$ cat src/rtl/pc_pkg.sv
package pc_pkg;

  typedef enum logic [1:0] {
    PC_HOLD  = 2'd0,
    PC_COUNT = 2'd1,
    PC_LOAD  = 2'd2,
    PC_CLEAR = 2'd3
  } pc_act_e;

  function automatic logic [31:0] pc_mask(input int unsigned w);
    logic [31:0] m;
    if (w >= 32) m = '1;
    else m = (32'd1 << w) - 32'd1;
    return m;
  endfunction

  function automatic logic [31:0] pc_inc(input logic [31:0] v, input int unsigned w);
    return (v + 32'd1) & pc_mask(w);
  endfunction

  function automatic logic pc_full(input logic [31:0] v, input int unsigned w);
    return (v & pc_mask(w)) == pc_mask(w);
  endfunction

  function automatic pc_act_e pc_choose(input logic rst_n, input logic load_n,
                                        input logic en_p, input logic en_t);
    pc_act_e a;
    if (!rst_n) a = PC_CLEAR;
    else if (!load_n) a = PC_LOAD;
    else if (en_p && en_t) a = PC_COUNT;
    else a = PC_HOLD;
    return a;
  endfunction

endpackage

$ cat src/rtl/pc_decide.sv
module pc_decide
  import pc_pkg::*;
(
  input  logic    rst_n,
  input  logic    load_n,
  input  logic    en_p,
  input  logic    en_t,
  output pc_act_e act
);

  always_comb begin
    act = pc_choose(rst_n, load_n, en_p, en_t);
  end

endmodule

$ cat src/rtl/pc_state.sv
module pc_state
  import pc_pkg::*;
#(
  parameter int unsigned W           = 4,
  parameter bit          ASYNC_RESET = 1'b1
) (
  input  logic         clk,
  input  logic         rst_n,
  input  pc_act_e      act,
  input  logic [W-1:0] din,
  output logic [W-1:0] q
);

  logic [W-1:0] nxt;

  always_comb begin
    unique case (act)
      PC_CLEAR: nxt = '0;
      PC_LOAD:  nxt = din;
      PC_COUNT: nxt = W'(pc_inc(32'(q), W));
      default:  nxt = q;
    endcase
  end

  generate
    if (ASYNC_RESET) begin : g_async
      always_ff @(posedge clk or negedge rst_n) begin
        if (!rst_n) q <= '0;
        else q <= nxt;
      end
    end else begin : g_sync
      always_ff @(posedge clk) begin
        q <= nxt;
      end
    end
  endgenerate

endmodule

$ cat src/rtl/pc_carry.sv
module pc_carry
  import pc_pkg::*;
#(
  parameter int unsigned W = 4
) (
  input  logic [W-1:0] q,
  input  logic         en_t,
  output logic         at_max,
  output logic         rco
);

  always_comb begin
    at_max = pc_full(32'(q), W);
    rco    = en_t & at_max;
  end

endmodule

$ cat src/rtl/preset_counter.sv
module preset_counter
  import pc_pkg::*;
#(
  parameter int unsigned W           = 4,
  parameter bit          ASYNC_RESET = 1'b1
) (
  input  logic         clk,
  input  logic         rst_n,
  input  logic         load_n,
  input  logic [W-1:0] din,
  input  logic         en_p,
  input  logic         en_t,
  output logic [W-1:0] q,
  output logic         rco
);

  pc_act_e act;
  logic    do_load;
  logic    do_count;
  logic    at_max;

  pc_decide u_decide (
    .rst_n  (rst_n),
    .load_n (load_n),
    .en_p   (en_p),
    .en_t   (en_t),
    .act    (act)
  );

  assign do_load  = (act == PC_LOAD);
  assign do_count = (act == PC_COUNT);

  pc_state #(.W(W), .ASYNC_RESET(ASYNC_RESET)) u_state (
    .clk   (clk),
    .rst_n (rst_n),
    .act   (act),
    .din   (din),
    .q     (q)
  );

  pc_carry #(.W(W)) u_carry (
    .q      (q),
    .en_t   (en_t),
    .at_max (at_max),
    .rco    (rco)
  );

endmodule

$ cat config.mk
export PLATFORM = sky130hd
export DESIGN_NAME = preset_counter
export DESIGN_NICKNAME = d
export VERILOG_FILES = /design/src/rtl/pc_pkg.sv /design/src/rtl/pc_decide.sv /design/src/rtl/pc_state.sv /design/src/rtl/pc_carry.sv /design/src/rtl/preset_counter.sv
export SDC_FILE = /design/constraint.sdc
export NUM_CORES = 1
export LEC_CHECK = 0
export BUFFER_PORTS_ARGS = -buffer_cell sky130_fd_sc_hd__buf_2
export CAP_MARGIN = 20
export CELL_PAD_IN_SITES_DETAIL_PLACEMENT = 1
export CELL_PAD_IN_SITES_GLOBAL_PLACEMENT = 2
export CORE_AREA = 2 2 39 41
export DETAILED_ROUTE_END_ITERATION = 7
export DIE_AREA = 0 0 41 43
export GPL_TIMING_DRIVEN = 1
export PLACE_DENSITY_LB_ADDON = 0.1
export SYNTH_ARGS = -nofsm -noshare
export SYNTH_HDL_FRONTEND = slang
export SYNTH_HIERARCHICAL = 1
export SYNTH_SLANG_ARGS = --single-unit
$ cat constraint.sdc
create_clock -name clk -period 3.3 [get_ports clk]
set_input_delay 0.99 -clock clk [delete_from_list [all_inputs] [get_ports clk]]
set_output_delay 0.99 -clock clk [all_outputs]
set_load 0.01 [all_outputs]
Yosys cells after proc, flatten, opt, wreduce, memory -nomap -nowiden. Index checks and enable logic that the tools add are counted.

Flip-flop bits (word level): 4. Latch bits: 0. RAM bits: 0. Bits in read-only memories: 0. Input bits: 9. Output and inout bits: 5. Word-level logic and storage cells: 15. Memories kept: 0.

Add/sub/neg operators: 1. Multiply operators: 0. Div/mod/pow operators: 0. Magnitude comparators: 0. Equal/unequal tests: 4. Shift-type cells: 0. Mux-type cells: 5. Bitwise logic cells: 2. Reductions and logical operators: 2.

Operators with widths (count): one-hot mux 4 bit (3 select lines) (1); adder 4 x 1 -> 4 bit, second input constant (1); bitwise AND 4 bit (1); equality test 2 bit, second input constant (2); equality test 4 bit, second input constant (1); two-way mux 2 bit (2); two-way mux 4 bit (1); nonzero test 3 bit (1); equality test 2 x 1 -> 1 bit, second input constant (1); bitwise AND 1 bit (1); logical AND 1 bit (1); two-way mux 1 bit (1).

Logic depth before layout (Yosys ltp).
Depth after elaboration: 8. Gate-level depth with buffers: 7. Gate-level depth less buffers: 7.

Cells and area by module. Netlist, hierarchy kept.

By module, submodules not included: pc_state (times used 1, cells an instance 29, area each 276.5 um2); pc_carry (times used 1, cells an instance 2, area each 17.5 um2); pc_decide (times used 1, cells an instance 3, area each 12.5 um2).

Worst setup path after synthesis. Ideal clock, no wire load.

Path kind: input -> register. Start point: in load_n. End point: reg u_state.q[2]. Data arrival time: 2.033 ns. Setup slack: 1.143 ns. Stages: 7. Buffers on the path: 0. Cell sequence: nand3_1 -> nand2_1 -> inv_1 -> ha_1 -> nor2b_2 -> and3_1 -> a211o_1.

Cells in the longest elaborated chain, start to end: 4. Elaborated cells between the ends (all ways): 7.

Ends and longest elaborated chain: start, declared (line preset_counter.sv:9) `input logic load_n,`; two-way mux 2 bit (*) (line pc_pkg.sv:29) `else if (!load_n) a = PC_LOAD;`; two-way mux 2 bit (*) (line pc_pkg.sv:28) `if (!rst_n) a = PC_CLEAR;`; via act[0] (line preset_counter.sv:17) `pc_act_e act;`; equality test 2 x 1 -> 1 bit / equality test 2 bit (equally long branches) (line pc_state.sv:17) `unique case (act)`; one-hot mux 4 bit (3 select lines) / nonzero test 3 bit (equally long branches); end signal, assigned (line pc_state.sv:29) `else q <= nxt;`; end, declared (line pc_state.sv:11) `output logic [W-1:0] q`.

The timed path passes the listed nets; every way through them passes the cells marked *. A chain may end at the register's enable or synchronous reset.

Worst setup path after layout.
Start point: in en_t. End point: out rco.

Cells in the longest elaborated chain, start to end: 1.

Ends and longest elaborated chain: start, declared (line preset_counter.sv:12) `input logic en_t,`; bitwise AND 1 bit (line pc_carry.sv:14) `rco = en_t & at_max;`; end, declared (line preset_counter.sv:14) `output logic rco`.

No other way between the ends.

==> run metrics <==
status=finished clean; final total power=146 uW; number of remaining DRC errors=0; register area share after synthesis=32.7%; post-CTS setup buffer count=0; sink count of the clock tree=4; Worst EP arrival=1350 ps; first-pass GRT wire length=1510 um; Detailed Routing Iterations Pass 1=5; Synth Register Bits=4; Tot GR Track Use=roughly an eighth; PD cells=352 nW/um^2; CP max FO=2; min setup slack post-route=963 ps; largest area contributor in the netlist=dfrtp_1; I/O Pins=14; hold_ws=approximately 570 ps; routed wire length=881 um; hpwl dp=734 um; yosys warns=6; Clock Pin Slew Worst Setup and Hold Paths=about 30 ps; Synth cell types=18; Setup violations, final=0; Slew Limit Headroom=81.2%; Via density=5.05; Slew Limit Fails=0; Clk pwr share=40.5%; die footprint=about 1800 um^2; Synth top area share=between 30 and 40%; reg-to-reg endpoint=u_state/q[2]; max reg flops=4; DIE HEIGHT=43 um; port bufs=13; Sequential Power Share=between 30% and 40%; crit path launch type=input pin; post-synth net total=47; Comb pwr share=20.2%; CTS Buf Count=3; Fin. Hold Viols=0; starting density of the core=22.2%; reg2reg start=u_state/q[0]; Crit Path Category=input pin to output port; Regs by FF count=u_state/q x4; fmax=428 MHz; unrepaired setup endpoints after global routing=no; die span in x=between 40 and 50 um; Post-DRT Antenna Nets=0; fin crit share=between 70% and 80%; # hold bufs at CTS=0; Worst-Margin Slew=282 ps; Area after DPL=392 um^2; Avg Cell Area, Syn=9.02 um^2; Top reg by flops=u_state/q; clock skew=0.120 ps; Lkg Pwr=between 0.0002 and 0.00025 uW; CTS max path bufs=2; GR Overflow Total=0; DR WL/cell=~13 um; Post-Syn Instances=34; Req. time, crit path=2310 ps; RePlAce Congestion=between 0.6 and 0.7; num rows=14; final setup TNS=0 ps; Fill cells=176; Iter 0 DRT Violations=8; worst vdd ir=about 0.12 mV; Critical Path End Type=output port; Layout area overhead=35.1%; Synth area leaders=dfrtp_1 33%, ha_1 16%, nand2_1 6.1%; antenna cells=0; root buf cell=clkbuf_4; post-cts resize count=0; Max Cap Violations=0; Psw=39.3 uW; Cell Area, Synth=just over 300 um^2; reg-to-reg slack, setup=2090 ps; share of cells above drive strength 1=between 30 and 40%; via count=333; htree depth=1; TritonCTS clock tree=yes; vias in the first global route=361; initial antenna violation count=0; core box area=1380 um^2; Worst R2R Path Depth=3; pre-CTS WS=just over 900 ps; switch share=between 20 and 30%; Tmin final=2340 ps; type of the worst min-delay path=input pin to async pin; P_int=107 uW; largest net degree at the start of global routing=9; design area=414 um^2; nets=65; Clk Latency, worst-skew pair=230 ps
## power by group through the flow
stage	clock network, uW	registers [uW]	logic [uW]
6_report	59.1	57.2	29.5
5_1_grt	69.3	57.9	33.4
4_1_cts	62.9	57.3	29.7
3_5_place_dp	0	57.9	29.5
3_3_place_gp	0	57.7	29.1
2_1_floorplan	0	58.1	14.7
## worst max-delay path, cell delays in order
cell	delay (ps)
buf_2	110
and2_1	120
buf_2	130
## metal layers
| layer | GRT usage [%] | vias up | routed length, um |
|---|---|---|---|
| met2 | 20.3 | 12 | 436 |
| met5 | 0 | - | 0 |
| met1 | 13.0 | 158 | 359 |
| met4 | 10.0 | 0 | 25 |
| met3 | 5.24 | 4 | 60 |
| li1 | - | 159 | - |
## cell type report
| class | instances | area (um^2) | share of cell area, % |
|---|---|---|---|
| clock buffers | 3 | 22.5 | 5.44 |
| repair buffers | 13 | 65.1 | 15.7 |
| inverters | 3 | 11.3 | 2.72 |
| flip-flops and latches | 4 | 100 | 24.2 |
| multi-input cells | 27 | 195 | 47.1 |
| well taps | 16 | 20.0 | 4.83 |
## per-stage QoR
stage | instances | util, %
final | 66 | 29.9
after global routing | 66 | 29.9
after CTS | 66 | 29.9
after detailed placement | 63 | 28.3
after global placement | 63 | 28.3
after floorplan | 34 | -
## layout by cell type, fill, tap and decap left out, drive strengths merged, types with 2 or more instances in the layout
cell    Yosys  final
o21ai       2      2
a22oi       2      2
buf         0     13
inv         3      3
ha          4      4
clkbuf      0      3
nand3       3      3
dfrtp       4      4
nand2       5      5
## how the worst max path moves through the flow
| stage | startpoint | end | slack, ps |
|---|---|---|---|
| final | en_t | rco | 960 |
| after global routing | en_t | rco | 930 |
| after CTS | en_t | rco | 960 |
| after detailed placement | load_n | u_state/q[3] | 920 |
| after global placement | rst_n | u_state/q[2] | 960 |
| after floorplan | load_n | u_state/q[2] | 1140 |
## logic make-up after synthesis
kind of cell	count (synthesis)	synth area share [%]
AO/OA/AOI/OAI	7	16.3
adder cells (fa/ha/maj)	4	16.3
buffers and inverters	3	3.67
flip-flops	4	32.7
AND/OR/NAND/NOR	16	31.0
## Yosys cell counts (all sizes together)
master	instances
and2	1
a32oi	1
or4	1
and4	1
o21bai	1
dfrtp	4
nand2	5
a211o	1
nand4	1
and3	1
nand2b	1
nand3	3
inv	3
nor2b	1
o21ai	2
a22oi	2
ha	4
nor4b	1
(Power assumes the default switching activity.)
